$ cat src/rtl/cas_pkg.sv
package cas_pkg;
  localparam int ADDR_W = 2;
  typedef logic [ADDR_W-1:0] addr_t;
endpackage

$ cat src/rtl/cas_sync.sv
module cas_sync #(
  parameter int W      = 1,
  parameter int STAGES = 2
) (
  input  logic         clk,
  input  logic         rst_n,
  input  logic [W-1:0] din,
  output logic [W-1:0] dout
);
  logic [W-1:0] pipe [STAGES];

  always_ff @(posedge clk or negedge rst_n) begin
    if (!rst_n) begin
      for (int i = 0; i < STAGES; i++) pipe[i] <= '1;
    end else begin
      pipe[0] <= din;
      for (int i = 1; i < STAGES; i++) pipe[i] <= pipe[i-1];
    end
  end

  assign dout = pipe[STAGES-1];
endmodule

$ cat src/rtl/cas_capture.sv
module cas_capture
  import cas_pkg::*;
#(
  parameter int SER_BITS = 8
) (
  input  logic  clk,
  input  logic  rst_n,
  input  logic  serial_mode,
  input  logic  sel_on,
  input  logic  cs_s,
  input  logic  stb_s,
  input  logic  sck_s,
  input  logic  si_s,
  input  addr_t pd_s,
  output logic  cs_act,
  output addr_t rx_addr
);
  localparam int CNT_W  = $clog2(SER_BITS + 1);
  localparam int HI_POS = SER_BITS - 2;
  localparam int LO_POS = SER_BITS - 1;

  logic             cs_q, stb_q, sck_q;
  logic             armed, hi_bit;
  logic [CNT_W-1:0] cnt;
  logic             cs_fall, stb_fall, sck_rise;

  assign cs_act   = ~cs_s;
  assign cs_fall  = cs_q & ~cs_s;
  assign stb_fall = stb_q & ~stb_s;
  assign sck_rise = ~sck_q & sck_s;

  always_ff @(posedge clk or negedge rst_n) begin
    if (!rst_n) begin
      cs_q    <= 1'b1;
      stb_q   <= 1'b1;
      sck_q   <= 1'b1;
      armed   <= 1'b0;
      hi_bit  <= 1'b0;
      cnt     <= '0;
      rx_addr <= '0;
    end else begin
      cs_q  <= cs_s;
      stb_q <= stb_s;
      sck_q <= sck_s;
      if (cs_fall) begin
        armed <= 1'b1;
        cnt   <= '0;
      end else if (!cs_act) begin
        armed <= 1'b0;
      end else if (armed) begin
        if (!serial_mode) begin
          if (stb_fall) begin
            rx_addr <= pd_s;
            armed   <= 1'b0;
          end
        end else if (sel_on && sck_rise) begin
          cnt <= cnt + 1'b1;
          if (cnt == CNT_W'(HI_POS)) hi_bit <= si_s;
          if (cnt == CNT_W'(LO_POS)) begin
            rx_addr <= {hi_bit, si_s};
            armed   <= 1'b0;
          end
        end
      end
    end
  end
endmodule

$ cat src/rtl/chip_addr_sel.sv
module chip_addr_sel
  import cas_pkg::*;
#(
  parameter int SYNC_STAGES = 2,
  parameter int SER_BITS    = 8
) (
  input  logic       clk,
  input  logic       rst_n,
  input  logic       serial_mode,
  input  logic [1:0] strap_addr,
  input  logic       cs_n,
  input  logic       stb_n,
  input  logic       sck_n,
  input  logic       si,
  input  logic [1:0] pd_addr,
  input  logic       pd_flag,
  input  logic       core_rd,
  output logic       core_en,
  output logic       rd_oe,
  output logic       ready,
  output logic [1:0] rx_addr
);
  localparam int SYNC_W = 4 + ADDR_W;

  logic [SYNC_W-1:0] raw_v, sync_v;
  logic              flag_q, flag_done;
  logic              sel_on, cs_act, match;
  addr_t             stored;

  assign raw_v = {cs_n, stb_n, sck_n, si, pd_addr};

  cas_sync #(.W(SYNC_W), .STAGES(SYNC_STAGES)) u_sync (
    .clk(clk), .rst_n(rst_n), .din(raw_v), .dout(sync_v)
  );

  // Filter flag is sampled once, on the first clock after reset release.
  always_ff @(posedge clk or negedge rst_n) begin
    if (!rst_n) begin
      flag_q    <= 1'b1;
      flag_done <= 1'b0;
    end else if (!flag_done) begin
      flag_q    <= pd_flag;
      flag_done <= 1'b1;
    end
  end

  assign sel_on = !serial_mode || flag_q;

  cas_capture #(.SER_BITS(SER_BITS)) u_cap (
    .clk(clk), .rst_n(rst_n), .serial_mode(serial_mode), .sel_on(sel_on),
    .cs_s(sync_v[SYNC_W-1]), .stb_s(sync_v[SYNC_W-2]),
    .sck_s(sync_v[SYNC_W-3]), .si_s(sync_v[SYNC_W-4]),
    .pd_s(sync_v[ADDR_W-1:0]), .cs_act(cs_act), .rx_addr(stored)
  );

  assign match   = (stored == strap_addr);
  assign ready   = !sel_on || match;
  assign core_en = cs_act && ready;
  assign rd_oe   = core_en && core_rd;
  assign rx_addr = stored;
endmodule

$ cat config.mk
export PLATFORM = sky130hd
export DESIGN_NAME = chip_addr_sel
export DESIGN_NICKNAME = d
export VERILOG_FILES = /design/src/rtl/cas_pkg.sv /design/src/rtl/cas_sync.sv /design/src/rtl/cas_capture.sv /design/src/rtl/chip_addr_sel.sv
export SDC_FILE = /design/constraint.sdc
export NUM_CORES = 1
export LEC_CHECK = 0
export ABC_AREA = 1
export CAP_MARGIN = 5
export CORE_ASPECT_RATIO = 1.1
export CORE_MARGIN = 1.5
export CORE_UTILIZATION = 32
export DETAILED_ROUTE_END_ITERATION = 12
export SLEW_MARGIN = 25
export SYNTH_ARGS = -nofsm -noshare
export SYNTH_HDL_FRONTEND = slang
export SYNTH_SLANG_ARGS = --single-unit
$ cat constraint.sdc
create_clock -name clk -period 2.6 [get_ports clk]
set_input_delay 0.52 -clock clk [delete_from_list [all_inputs] [get_ports clk]]
set_output_delay 0.52 -clock clk [all_outputs]
set_load 0.005 [all_outputs]
# --- Word level (Yosys, flattened, before mapping) ---
# Index checks and enable logic that the tools add are counted.
totals:
  ff_bits: 25
  out_inout_bits: 5
  wordCells: 55
op_classes:
  n_addsub: 1
  n_eq_ne: 6
  n_mux: 16
  n_bitwise: 7
  reduce_logical: 14
op_table:
  columns: ["operator", "count"]
  rows:
  - ["2-to-1 mux 4 bit", 5]
  - ["AND reduction 6 bit", 2]
  - ["equality test 4 x 3 -> 1 bit (second input constant)", 2]
  - ["2-to-1 mux 2 bit", 4]
  - ["nonzero test 2 bit", 4]
  - ["2-to-1 mux 1 bit", 7]
  - ["!= test 2 x 1 -> 1 bit (second input constant)", 3]
  - ["adder 4 x 1 -> 4 bit (second input constant)", 1]
  - ["NOT 1 bit", 4]
  - ["AND reduction 4 bit", 1]
  - ["AND 1 bit", 3]
  - ["logical AND 1 bit", 3]
  - ["equality test 2 bit", 1]
  - ["logical NOT 1 bit", 2]
  - ["logical OR 1 bit", 2]

# --- Longest topological paths before layout ---
# Gate-level depths: netlist of the first run.
depth:
  depth_word: 8
  ltp_mapped: 8
  ltp_nobuf: 8

# --- Cells and area by module ---
# A second synthesis of the first run with hierarchy kept.
hier_totals:
  cells_unflattened: 127
  hier_area_um2: 1126.1
modules_own_cells:
  columns: ["module", "instances", "cells_per_inst", "area_each_um2", "seq_area_each_um2"]
  rows:
  - ["cas_capture", 1, 86, 619.3, 279.0]
  - ["cas_sync", 1, 18, 360.3, 315.3]
  - ["chip_addr_sel", 1, 23, 146.4, 51.3]

# --- Worst setup path before layout of the first run ---
# Ideal clock, no wire load.
synth_path:
  kind: "input port to output port"
  startpoint: "input serial_mode"
  endpoint: "output rd_oe"
  arrival_time_ps: 1026
  t_required_ps: 2080
  slack_ps: 1054
  path_stages: 5
  cell_sequence: "inv_1 > or2_0 > nand2_1 > nand2_1 > nor2_1"
synth_via:
  elab_chain_cells: 6
synth_rtl:
  columns: ["item", "line_no", "text"]
  rows:
  - ["start: declaration", "chip_addr_sel.sv:9", "input logic serial_mode,"]
  - ["logical NOT 1 bit", null, null]
  - ["logical OR 1 bit", "chip_addr_sel.sv:47", "assign sel_on = !serial_mode || flag_q;"]
  - ["logical NOT 1 bit", "chip_addr_sel.sv:57", "assign ready = !sel_on || match;"]
  - ["logical OR 1 bit", "chip_addr_sel.sv:57", null]
  - ["via ready", "chip_addr_sel.sv:20", "output logic ready,"]
  - ["logical AND 1 bit", "chip_addr_sel.sv:58", "assign core_en = cs_act && ready;"]
  - ["logical AND 1 bit", "chip_addr_sel.sv:59", "assign rd_oe = core_en && core_rd;"]
  - ["end: declaration", "chip_addr_sel.sv:19", "output logic rd_oe,"]
# The timed path passes the listed nets, and every way through them passes these cells.

# --- Worst setup path after layout of the first run ---
layout_path:
  startpoint: "input serial_mode"
  endpoint: "output core_en"
layout_via:
  elab_chain_cells: 5
layout_rtl:
  columns: ["item", "line_no", "text"]
  rows:
  - ["logical NOT 1 bit", null, null]
  - ["logical OR 1 bit", "chip_addr_sel.sv:47", null]
  - ["logical NOT 1 bit", "chip_addr_sel.sv:57", null]
  - ["logical OR 1 bit", "chip_addr_sel.sv:57", null]
  - ["logical AND 1 bit", "chip_addr_sel.sv:58", null]
  - ["end: declaration", "chip_addr_sel.sv:18", "output logic core_en,"]
# No other way between the ends.

==> results of run 1 <==
==> where the power goes <==
group	internal, uW	switching (uW)
clock network	59.9	104
registers	421	13.6
logic	54.0	36.2
==> layer usage <==
layer | GRT usage | share of wire | vias to the layer above
met3 | 0.0269 | 0.063 | 2
met4 | 0.0510 | 0.015 | 0
met5 | 0 | 0 | -
met2 | 0.171 | 0.48 | 18
li1 | - | - | 341
met1 | 0.117 | 0.44 | 296
==> through the flow <==
stage / instance area (sq um) / total power (uW)
after floorplan: 1010 / 474
final: 1270 / 689
after global routing: 1270 / 732
after CTS: 1260 / 704
after detailed placement: 1240 / 535
after global placement: 1240 / 532
==> cell usage after synthesis, drive strengths merged <==
| master | number | area, sq um |
|---|---|---|
| nand2 | 28 | 118 |
| inv | 17 | 63.8 |
| dfstp | 16 | 420 |
| dfrtp | 9 | 225 |
| nand3 | 6 | 30.0 |
| nor2 | 6 | 35.0 |
| o21ai | 4 | 20.0 |
| ha | 2 | 25.0 |
| nand4 | 2 | 12.5 |
| xnor2 | 2 | 17.5 |
| conb | 1 | 3.75 |
| mux2 | 1 | 11.3 |
| nand3b | 1 | 7.51 |
| o22ai | 1 | 6.26 |
| or2 | 1 | 6.26 |
| xor2 | 1 | 8.76 |
==> final timing paths <==
check / startpoint / end / slack [ns] / depth (start not counted)
hold reg to reg: u_sync.pipe[6] / u_sync.dout[0] / 0.36 / 0
min in group asynchronous: rst_n / u_cap.cnt[2] / 0.55 / 2
max in group asynchronous: rst_n / flag_q / 1.77 / 2
hold / removal: u_sync.pipe[6] / u_sync.dout[0] / 0.36 / 0
setup / recovery: serial_mode / core_en / 0.15 / 7
setup reg to reg: flag_q / u_cap.cnt[3] / 1.38 / 7
==> cells by family after synthesis <==
kind of cell             Yosys count  share of synthesized area
AO/OA/AOI/OAI                      5                     0.0260
XOR/XNOR                           3                     0.0260
adder cells (fa/ha/maj)            2                     0.0247
buffers and inverters             17                     0.0631
flip-flops                        25                      0.639
multiplexers                       1                     0.0111
other                              1                    0.00371
AND/OR/NAND/NOR                   44                      0.207
==> timing repair <==
| action | in CTS | in global routing |
|---|---|---|
| gates resized for setup | 0 | 1 |
| buffers inserted | 0 | 0 |
| setup endpoints to repair | 0 | 1 |
==> flip-flops by register name, summed over array words and instances (netlist names) <==
name / count
flag_done: 1
u_cap.hi_bit: 1
u_cap.rx_addr: 2
u_cap.armed: 1
u_cap.sck_q: 1
flag_q: 1
u_sync.dout: 6
u_cap.stb_q: 1
u_sync.pipe: 6
u_cap.cnt: 4
u_cap.cs_q: 1
==> final cells by class <==
cell class,count,area [sq um]
repair buffers,19,188
multi-input cells,56,302
inverters,17,63.8
clock buffers,4,26.3
flip-flops and latches,25,646
fillers,308,1750
well taps,34,42.5
==> flow_summary.yaml, run 1 <==
sta:
  whs_ns: 0.364
  finalMaxSlewViolations: 0
  fmax_mhz: 408
  rsz0062_at_grt: "no"
  finalHoldViolCount: 0
  min_period_ns: 2.45
  finalCritPeriodShare: 0.942
  tns_ns: 0
  fin_worst_skew_ns: 0.00532
  setup_viol: 0
  fin_ws_ns: 0.151
finish:
  nets: 137
  final_core_utilization: 0.419
  drive_gt1_frac: 0.256
  layout_common_cells: "nand2_1, inv_1, dfstp_2, clkdlybuf4s50_1, dfrtp_1"
  area_delta_synth_final_pct: 25.4
  diodes: 0
  final_common_cell: "nand2_1"
  stdcell_count: 155
placement:
  numPlacedInstances: 151
  numPortBuffers: 17
  hpwl_microns: 1120
  pre_cts_ws_ns: 0.0765
  routabilityCongestion: 0.716
yosys:
  netlist_area_sq_um: 1010
  syn_area_per_cell_sq_um: 10.3
  yosys_warnings: 0
  synth_seq_cells: 25
  synth_seq_area_share: 0.639
  syn_nets: 113
  yosys.cell_types.count: 20
  syn_inst: 98
floorplanning:
  dieArea_sq_um: 3510
  top_level_ports: 18
  design.core.area_sq_um: 3020
  die-height_microns: 62.0
  die_x_microns: 56.6
  fp-row-count: 21
  initial_utilization: 0.335
global_routing:
  grt_pass1_wl_microns: 2640
  grt-ovfl-total: 0
  track_usage: 0.0995
  grt_max_degree: 26
  antenna_found_initial: 0
  grt_pass1_vias: 639
cts:
  clkTransAtPathRegs_ns: 0.12
  htreeDepth: 1
  root_buffer: "clkbuf_4"
  clkLatencyLatePin_ns: 0.31
  postCtsHoldBufs: 0
  clock_sinks: 25
  cts_made_buffers: 3
  clock_path_buffers: 2
  cts_tree: "built"
power:
  ir_drop_mv: 0.272
  leakage_uw: 0.000605
  power_density_nw_per_um2: 544
route:
  routedWlPerCell_microns: 9.27
  ant_nets: 0
  first_pass_iters: 3
  drt_iter0_markers: 24
  wirelength_microns: 1440
  routed_via_density: 4.24
  drc_errors: 0
  vias: 657
setup_path:
  path_buf_inv: 4
  path_cells: "clkdlybuf4s50_1 -> inv_1 -> or2_0 -> nand2_1 -> nand2_1 -> inv_1 -> clkdlybuf4s50_1"
  critPathLaunchType: "primary input"
  arrival_ns: 1.93
  cp_top_family: "buffers and inverters"
  crit_path_end_kind: "output pin"
  slowest_delay_ns: 0.49
  slowest_stage: "clkdlybuf4s50_1"
  worstSetupPathType: "primary input to output pin"
  worst_ep_required_time_ns: 2.08
  critPathMaxFanout: 2
outcome:
  status: "completed"
run:
  maxCapViolations: 0
hold_path:
  hp-class: "register to register"
No activity file was read; power rests on OpenSTA's default activity.
==> run 2: changes to the inputs <==
Settings changed: ABC_CLOCK_PERIOD_IN_PS set to 2600.
==> results of run 2 <==
The final DEF is identical to that of run 1; final timing and power are the same.
==> run 3: changes to the inputs <==
Settings changed: HOLD_SLACK_MARGIN set to 0.05.
==> results of run 3 <==
The final DEF is identical to that of run 1; final timing and power are the same.
